--- config.mk ---
export PLATFORM = sky130hd
export DESIGN_NAME = pin_dispatch
export DESIGN_NICKNAME = d
export VERILOG_FILES = /design/src/rtl/pd_pkg.sv /design/src/rtl/pd_irq_route.sv /design/src/rtl/pd_pin_track.sv /design/src/rtl/pd_lowest_pick.sv /design/src/rtl/pd_issue.sv /design/src/rtl/pin_dispatch.sv
export SDC_FILE = /design/constraint.sdc
export NUM_CORES = 1
export LEC_CHECK = 0
export ABC_AREA = 1
export BUFFER_PORTS_ARGS = -buffer_cell sky130_fd_sc_hd__buf_2
export CAP_MARGIN = 10
export CORE_AREA = 2 2 250 252
export DETAILED_ROUTE_END_ITERATION = 10
export DIE_AREA = 0 0 252 254
export PLACE_DENSITY = 0.54
export SKIP_CTS_REPAIR_TIMING = 1
export SLEW_MARGIN = 20
export SYNTH_ARGS = -nofsm -noshare
export SYNTH_HDL_FRONTEND = slang
export SYNTH_SLANG_ARGS = --single-unit
export TNS_END_PERCENT = 100
--- constraint.sdc ---
create_clock -name clk -period 5.1 [get_ports clk]
set_input_delay 1.02 -clock clk [delete_from_list [all_inputs] [get_ports clk]]
set_output_delay 1.02 -clock clk [all_outputs]
set_load 0.01 [all_outputs]
--- src/rtl/pd_pkg.sv ---
package pd_pkg;

    localparam int ENTRY_W = 23;
    localparam logic [2:0] DM_LEGACY = 3'b111;

    typedef struct packed {
        logic [7:0] dest;
        logic       mask;
        logic       trig_level;
        logic       active_low;
        logic       dest_logical;
        logic [2:0] deliv;
        logic [7:0] vector;
    } pd_entry_t;

    typedef struct packed {
        logic [7:0] dest;
        logic       dest_logical;
        logic [2:0] deliv;
        logic [7:0] vector;
    } pd_payload_t;

    typedef enum logic [1:0] {
        ST_IDLE = 2'd0,
        ST_LEG  = 2'd1,
        ST_SEND = 2'd2
    } pd_state_e;

endpackage

--- src/rtl/pd_irq_route.sv ---
module pd_irq_route #(
    parameter int NPINS = 24
) (
    input  logic [NPINS-1:0] irq_in,
    output logic [NPINS-1:0] pin_lvl
);
    generate
        if (NPINS < 3) begin : g_bad
            initial $error("pd_irq_route needs at least 3 pins");
        end
    endgenerate

    always_comb begin
        pin_lvl = irq_in;
        pin_lvl[0] = 1'b0;
        pin_lvl[2] = irq_in[0] | irq_in[2];
    end
endmodule

--- src/rtl/pd_pin_track.sv ---
module pd_pin_track #(
    parameter int NPINS = 24
) (
    input  logic             clk,
    input  logic             rst_n,
    input  logic [NPINS-1:0] pin_lvl,
    input  logic [NPINS-1:0] active_low,
    input  logic [NPINS-1:0] trig_level,
    input  logic [NPINS-1:0] mask,
    input  logic [NPINS-1:0] clr_edge,
    output logic [NPINS-1:0] pending
);
    typedef struct packed {
        logic [NPINS-1:0] pend;
        logic [NPINS-1:0] raw_prev;
    } trk_t;

    trk_t trk_d, trk_q;

    always_comb begin
        trk_d = trk_q;
        trk_d.raw_prev = pin_lvl;
        for (int i = 0; i < NPINS; i++) begin
            logic now_c, prev_c;
            now_c  = pin_lvl[i] ^ active_low[i];
            prev_c = trk_q.raw_prev[i] ^ active_low[i];
            if (trig_level[i]) begin
                trk_d.pend[i] = now_c;
            end else begin
                trk_d.pend[i] = (trk_q.pend[i] & ~clr_edge[i])
                              | (now_c & ~prev_c & ~mask[i]);
            end
        end
    end

    always_ff @(posedge clk or negedge rst_n) begin
        if (!rst_n) begin
            trk_q <= '0;
        end else begin
            trk_q <= trk_d;
        end
    end

    assign pending = trk_q.pend;
endmodule

--- src/rtl/pd_lowest_pick.sv ---
module pd_lowest_pick #(
    parameter int NPINS = 24,
    parameter int IDX_W = 5
) (
    input  logic [NPINS-1:0] cand,
    output logic             found,
    output logic [IDX_W-1:0] idx
);
    always_comb begin
        found = 1'b0;
        idx   = '0;
        for (int i = NPINS - 1; i >= 0; i--) begin
            if (cand[i]) begin
                found = 1'b1;
                idx   = IDX_W'(i);
            end
        end
    end
endmodule

--- src/rtl/pd_issue.sv ---
module pd_issue
    import pd_pkg::*;
#(
    parameter int NPINS = 24,
    parameter int IDX_W = 5
) (
    input  logic             clk,
    input  logic             rst_n,
    input  pd_payload_t      pay [NPINS],
    input  logic [NPINS-1:0] trig_level,
    input  logic [NPINS-1:0] mask,
    input  logic [NPINS-1:0] pending,
    output logic [NPINS-1:0] eligible,
    input  logic             found,
    input  logic [IDX_W-1:0] pick,
    output logic [NPINS-1:0] clr_edge,
    output logic             req_valid,
    input  logic             req_ready,
    output logic [IDX_W-1:0] req_pin,
    output pd_payload_t      req_pay,
    output logic             req_level,
    output logic             leg_req,
    input  logic             leg_ack,
    input  logic [7:0]       leg_vector,
    input  logic             eoi_valid,
    input  logic [7:0]       eoi_vector,
    output logic [NPINS-1:0] remote_irr
);
    typedef struct packed {
        pd_state_e        st;
        logic [IDX_W-1:0] pin;
        pd_payload_t      pay;
        logic             level;
        logic [NPINS-1:0] rirr;
    } iss_t;

    iss_t iss_d, iss_q;
    logic commit;

    assign eligible = pending & ~mask & ~(trig_level & iss_q.rirr);

    always_comb begin
        iss_d    = iss_q;
        commit   = 1'b0;
        clr_edge = '0;

        unique case (iss_q.st)
            ST_IDLE: begin
                if (found) begin
                    iss_d.pin   = pick;
                    iss_d.pay   = pay[pick];
                    iss_d.level = trig_level[pick];
                    iss_d.st    = (pay[pick].deliv == DM_LEGACY) ? ST_LEG : ST_SEND;
                end
            end
            ST_LEG: begin
                if (leg_ack) begin
                    iss_d.pay.vector = leg_vector;
                    iss_d.st         = ST_SEND;
                end
            end
            ST_SEND: begin
                if (req_ready) begin
                    commit   = 1'b1;
                    iss_d.st = ST_IDLE;
                end
            end
            default: iss_d.st = ST_IDLE;
        endcase

        for (int i = 0; i < NPINS; i++) begin
            if (eoi_valid && iss_q.rirr[i] && pay[i].vector == eoi_vector) begin
                iss_d.rirr[i] = 1'b0;
            end
            if (commit && iss_q.pin == IDX_W'(i)) begin
                if (iss_q.level) begin
                    iss_d.rirr[i] = 1'b1;
                end else begin
                    clr_edge[i] = 1'b1;
                end
            end
        end
    end

    always_ff @(posedge clk or negedge rst_n) begin
        if (!rst_n) begin
            iss_q    <= '0;
            iss_q.st <= ST_IDLE;
        end else begin
            iss_q <= iss_d;
        end
    end

    assign req_valid  = (iss_q.st == ST_SEND);
    assign leg_req    = (iss_q.st == ST_LEG);
    assign req_pin    = iss_q.pin;
    assign req_pay    = iss_q.pay;
    assign req_level  = iss_q.level;
    assign remote_irr = iss_q.rirr;
endmodule

--- src/rtl/pin_dispatch.sv ---
module pin_dispatch
    import pd_pkg::*;
#(
    parameter int NPINS = 24,
    localparam int IDX_W = (NPINS > 1) ? $clog2(NPINS) : 1
) (
    input  logic                     clk,
    input  logic                     rst_n,
    input  logic [NPINS-1:0]         irq_in,
    input  logic [NPINS*ENTRY_W-1:0] cfg_entries,
    output logic                     req_valid,
    input  logic                     req_ready,
    output logic [IDX_W-1:0]         req_pin,
    output logic [7:0]               req_dest,
    output logic                     req_dest_logical,
    output logic [2:0]               req_deliv,
    output logic [7:0]               req_vector,
    output logic                     req_level,
    output logic                     leg_req,
    input  logic                     leg_ack,
    input  logic [7:0]               leg_vector,
    input  logic                     eoi_valid,
    input  logic [7:0]               eoi_vector,
    output logic [NPINS-1:0]         remote_irr
);
    pd_entry_t        ent [NPINS];
    pd_payload_t      pay [NPINS];
    logic [NPINS-1:0] active_low, trig_level, mask;
    logic [NPINS-1:0] pin_lvl, pending, eligible, clr_edge;
    logic             found;
    logic [IDX_W-1:0] pick;
    pd_payload_t      req_pay;

    generate
        for (genvar g = 0; g < NPINS; g++) begin : g_unpack
            assign ent[g]        = pd_entry_t'(cfg_entries[g*ENTRY_W +: ENTRY_W]);
            assign active_low[g] = ent[g].active_low;
            assign trig_level[g] = ent[g].trig_level;
            assign mask[g]       = ent[g].mask;
            assign pay[g]        = '{dest: ent[g].dest, dest_logical: ent[g].dest_logical,
                                     deliv: ent[g].deliv, vector: ent[g].vector};
        end
    endgenerate

    pd_irq_route #(.NPINS(NPINS)) u_route (
        .irq_in  (irq_in),
        .pin_lvl (pin_lvl)
    );

    pd_pin_track #(.NPINS(NPINS)) u_track (
        .clk        (clk),
        .rst_n      (rst_n),
        .pin_lvl    (pin_lvl),
        .active_low (active_low),
        .trig_level (trig_level),
        .mask       (mask),
        .clr_edge   (clr_edge),
        .pending    (pending)
    );

    pd_lowest_pick #(.NPINS(NPINS), .IDX_W(IDX_W)) u_pick (
        .cand  (eligible),
        .found (found),
        .idx   (pick)
    );

    pd_issue #(.NPINS(NPINS), .IDX_W(IDX_W)) u_issue (
        .clk        (clk),
        .rst_n      (rst_n),
        .pay        (pay),
        .trig_level (trig_level),
        .mask       (mask),
        .pending    (pending),
        .eligible   (eligible),
        .found      (found),
        .pick       (pick),
        .clr_edge   (clr_edge),
        .req_valid  (req_valid),
        .req_ready  (req_ready),
        .req_pin    (req_pin),
        .req_pay    (req_pay),
        .req_level  (req_level),
        .leg_req    (leg_req),
        .leg_ack    (leg_ack),
        .leg_vector (leg_vector),
        .eoi_valid  (eoi_valid),
        .eoi_vector (eoi_vector),
        .remote_irr (remote_irr)
    );

    assign req_dest         = req_pay.dest;
    assign req_dest_logical = req_pay.dest_logical;
    assign req_deliv        = req_pay.deliv;
    assign req_vector       = req_pay.vector;
endmodule

==> results.md <==
- Final net count: about 3300
- Slew Viols, Final: 0
- Critical-path top delay cell: buf_12
- Pre-antenna DRT Iters: 6
- Worst-margin pin slew: about 1100 ps
- Comb power frac: 0.676
- Port-buffer cells: between 600 and 700
- First-pass GRT wire length: 115000 µm
- Total CTS buffers: 9
- Clock buffer depth: 2
- Worst vdd ir: 0.195 mV
- Final core occ: 0.275
- Syn. warnings: 0
- Clock Skew: 16.1 ps
- Setup crit start kind: input port
- Vias per inst: ~5
- Root buf cell: clkbuf_16
- Cells after Synth: 2182
- Clock-pin slew on the worst setup and hold paths: 90 ps
- I/O pins: 649
- Die Ht: 254 µm
- # setup viols final: 0
- Critical Path Max Stage Delay: 300 ps
- Starting Density: 0.208
- EDFF count, synth: 0
- Commonest cells in the netlist: 584 x nand2_1, 330 x nand3_1, 238 x nor2_1
- Unique masters post-synth: 38
- Relative slew margins: 0.268
- Total power: 6.43 mW
- Syn nets: ~2800
- Post-Layout Cell Count: roughly 3500
- CP required: between 5000 and 6000 ps
- Antenna viol nets, final: 0
- Avg Inst Size Synth: 5.84 µm²
- Vias in the first global route: 16700
- DR iter-0 viols: 2003
- DR WL/cell: around 24 µm
- Placed Cells: 3475
- Clock Latency Late Sink: around 400 ps
- Switching power total: 3.67 mW
- Initial antenna violation count: between 40 and 50
- Clock power frac: 0.122
- P_int: approximately 2.8 mW
- Sequential fraction of design power: 0.202
- Die X: 252 µm
- Achievable Freq: 250 MHz
- CTS tree: built
- Top cell type's share of synthesized area: 0.195
- Hold WC Path Type: register to register
- Post-synthesis sequential area ratio: 0.195
- Crit end category: register
- DRT Wirelength: 82500 µm
- DIE AREA: 64000 µm²
- Final hold violations: 0
- Layout cells sized above 1: 0.277
- Core Box Area: slightly above 60000 µm²
- Sink Count: 99
- Post-DP HPWL: 66300 µm
- Routability cong.: 0.950
- Flip-flop and latch count after synthesis: 99
- Fin Setup TNS: 0 ps
- Multi-input logic area: 8720 µm²
- RSZ-0062 raised after global routing: no
- Area leader, netlist: dfrtp_1
- Row count: 91
- Static Leak: about 8.4 nW
- DRC viols: 0
- H-tree levels: 3
- Crit-path most repeated cell: nand2_1
- Filler cell count: 7134
- Most Used Layer, Global Route: met2
- GR Overflow Total: 0
- Crit path kind: input port to register
- Total GRT Usage: 0.247
- Most frequent cell after synthesis: nand2_1
- Worst EP arrival: between 4000 and 5000 ps
- Detailed-route via count: 17700
- Tcrit/Tclk final: 0.785
- Post-Syn Area: 12700 µm²
- Fraction of registers with async set/reset: 1.00
- Grt met2 use: 0.405
- Switching Fraction: 0.570
- Tmin final: 4010 ps
- Area Growth Syn to Fin: 32.1%
- Storage element area: about 2500 µm²
- Pin count of the biggest net entering global routing: 95
- Synth top area cells: dfrtp_1 19%, nand2_1 17%, nand3_1 13%
- Crit Path Max Fanout: 84
- Max-Cap Viols: 0
- P per Cell Area: between 300 and 400 nW/µm²
- Status: finished, final reports clean
- Ys flop type: dfrtp_1
- M3 GR Usage: 0.0581
- Met1 Use GR: 0.313
[critical path: cells and delay by family]
family | cells | cell delay [ps]
buf+inv | 4 | 770
simple gates | 31 | 2350
compound gates | 1 | 120
[layout by cell type, fill, tap and decap left out, types with 20 or more instances in the layout]
cell,n
xor2_1,29
nand3_1,329
o2111ai_1,26
nand2_1,583
nor3_1,20
buf_4,41
inv_1,129
or2_2,23
dfrtp_1,99
xnor2_1,68
nor2_1,236
o21ai_0,165
o211ai_1,63
buf_2,647
a21oi_1,77
[metal layers]
layer,routed length [µm],vias up
met5,143,-
met1,33100,8257
met2,38700,931
li1,-,8359
met3,7680,166
met4,2860,22
[through the flow]
| step | worst slack (ps) | hold WS (ps) | area [µm²] |
|---|---|---|---|
| 2_1_floorplan | 1810 | 451 | 12700 |
| 3_3_place_gp | 682 | 463 | 16500 |
| 3_5_place_dp | 678 | 478 | 16500 |
| 4_1_cts | 1090 | 500 | 16800 |
| 5_1_grt | 688 | 520 | 16800 |
| 6_report | 1090 | 497 | 16800 |
[cell families after synthesis]
family          count (synthesis)  share of synthesized area
compound gates                425                      0.206
flops                          99                      0.195
buf+inv                       333                      0.124
simple gates                 1228                      0.409
xor+xnor                       97                     0.0667
[registers in the layout, indices dropped and copies added (netlist names)]
signal and cells:
u_issue.req_level 1, u_issue.req_pin 5, u_track.pending 24, u_track.trk_q 23
u_issue.req_pay 20, u_issue.remote_irr 24, u_issue.iss_q 2
[cell type report]
type                    count  area share
diodes                     16     0.00238
clock buffers               9      0.0134
clock inverters             7     0.00454
inverters                 137      0.0311
multi-input cells        1750       0.519
flip-flops and latches     99       0.147
well taps                 790      0.0588
repair buffers            699       0.224
[path summary, 6_finish.rpt]
kind                                   startpoint                   to  slack, ps  cells past startpoint
max in group asynchronous                   rst_n    u_issue.iss_q[51]       3550                      2
hold reg to reg               u_issue.req_pay[10]  u_issue.req_pay[10]        500                      2
setup reg to reg           u_issue.remote_irr[22]   u_issue.req_pay[0]       1300                     36
hold / removal                u_issue.req_pay[10]  u_issue.req_pay[10]        500                      2
min in group asynchronous                   rst_n     u_track.trk_q[7]        550                      1
setup / recovery                 cfg_entries[520]   u_issue.req_pay[0]       1090                     36
[power groups by stage]
stage	combinational [mW]	sequential (mW)	clock, mW
2_1_floorplan	2.84	1.13	0
3_3_place_gp	4.32	1.31	0
3_5_place_dp	4.33	1.31	0
4_1_cts	4.34	1.29	0.812
5_1_grt	4.78	1.32	0.836
6_report	4.35	1.30	0.785
(Power assumes the default switching activity.)
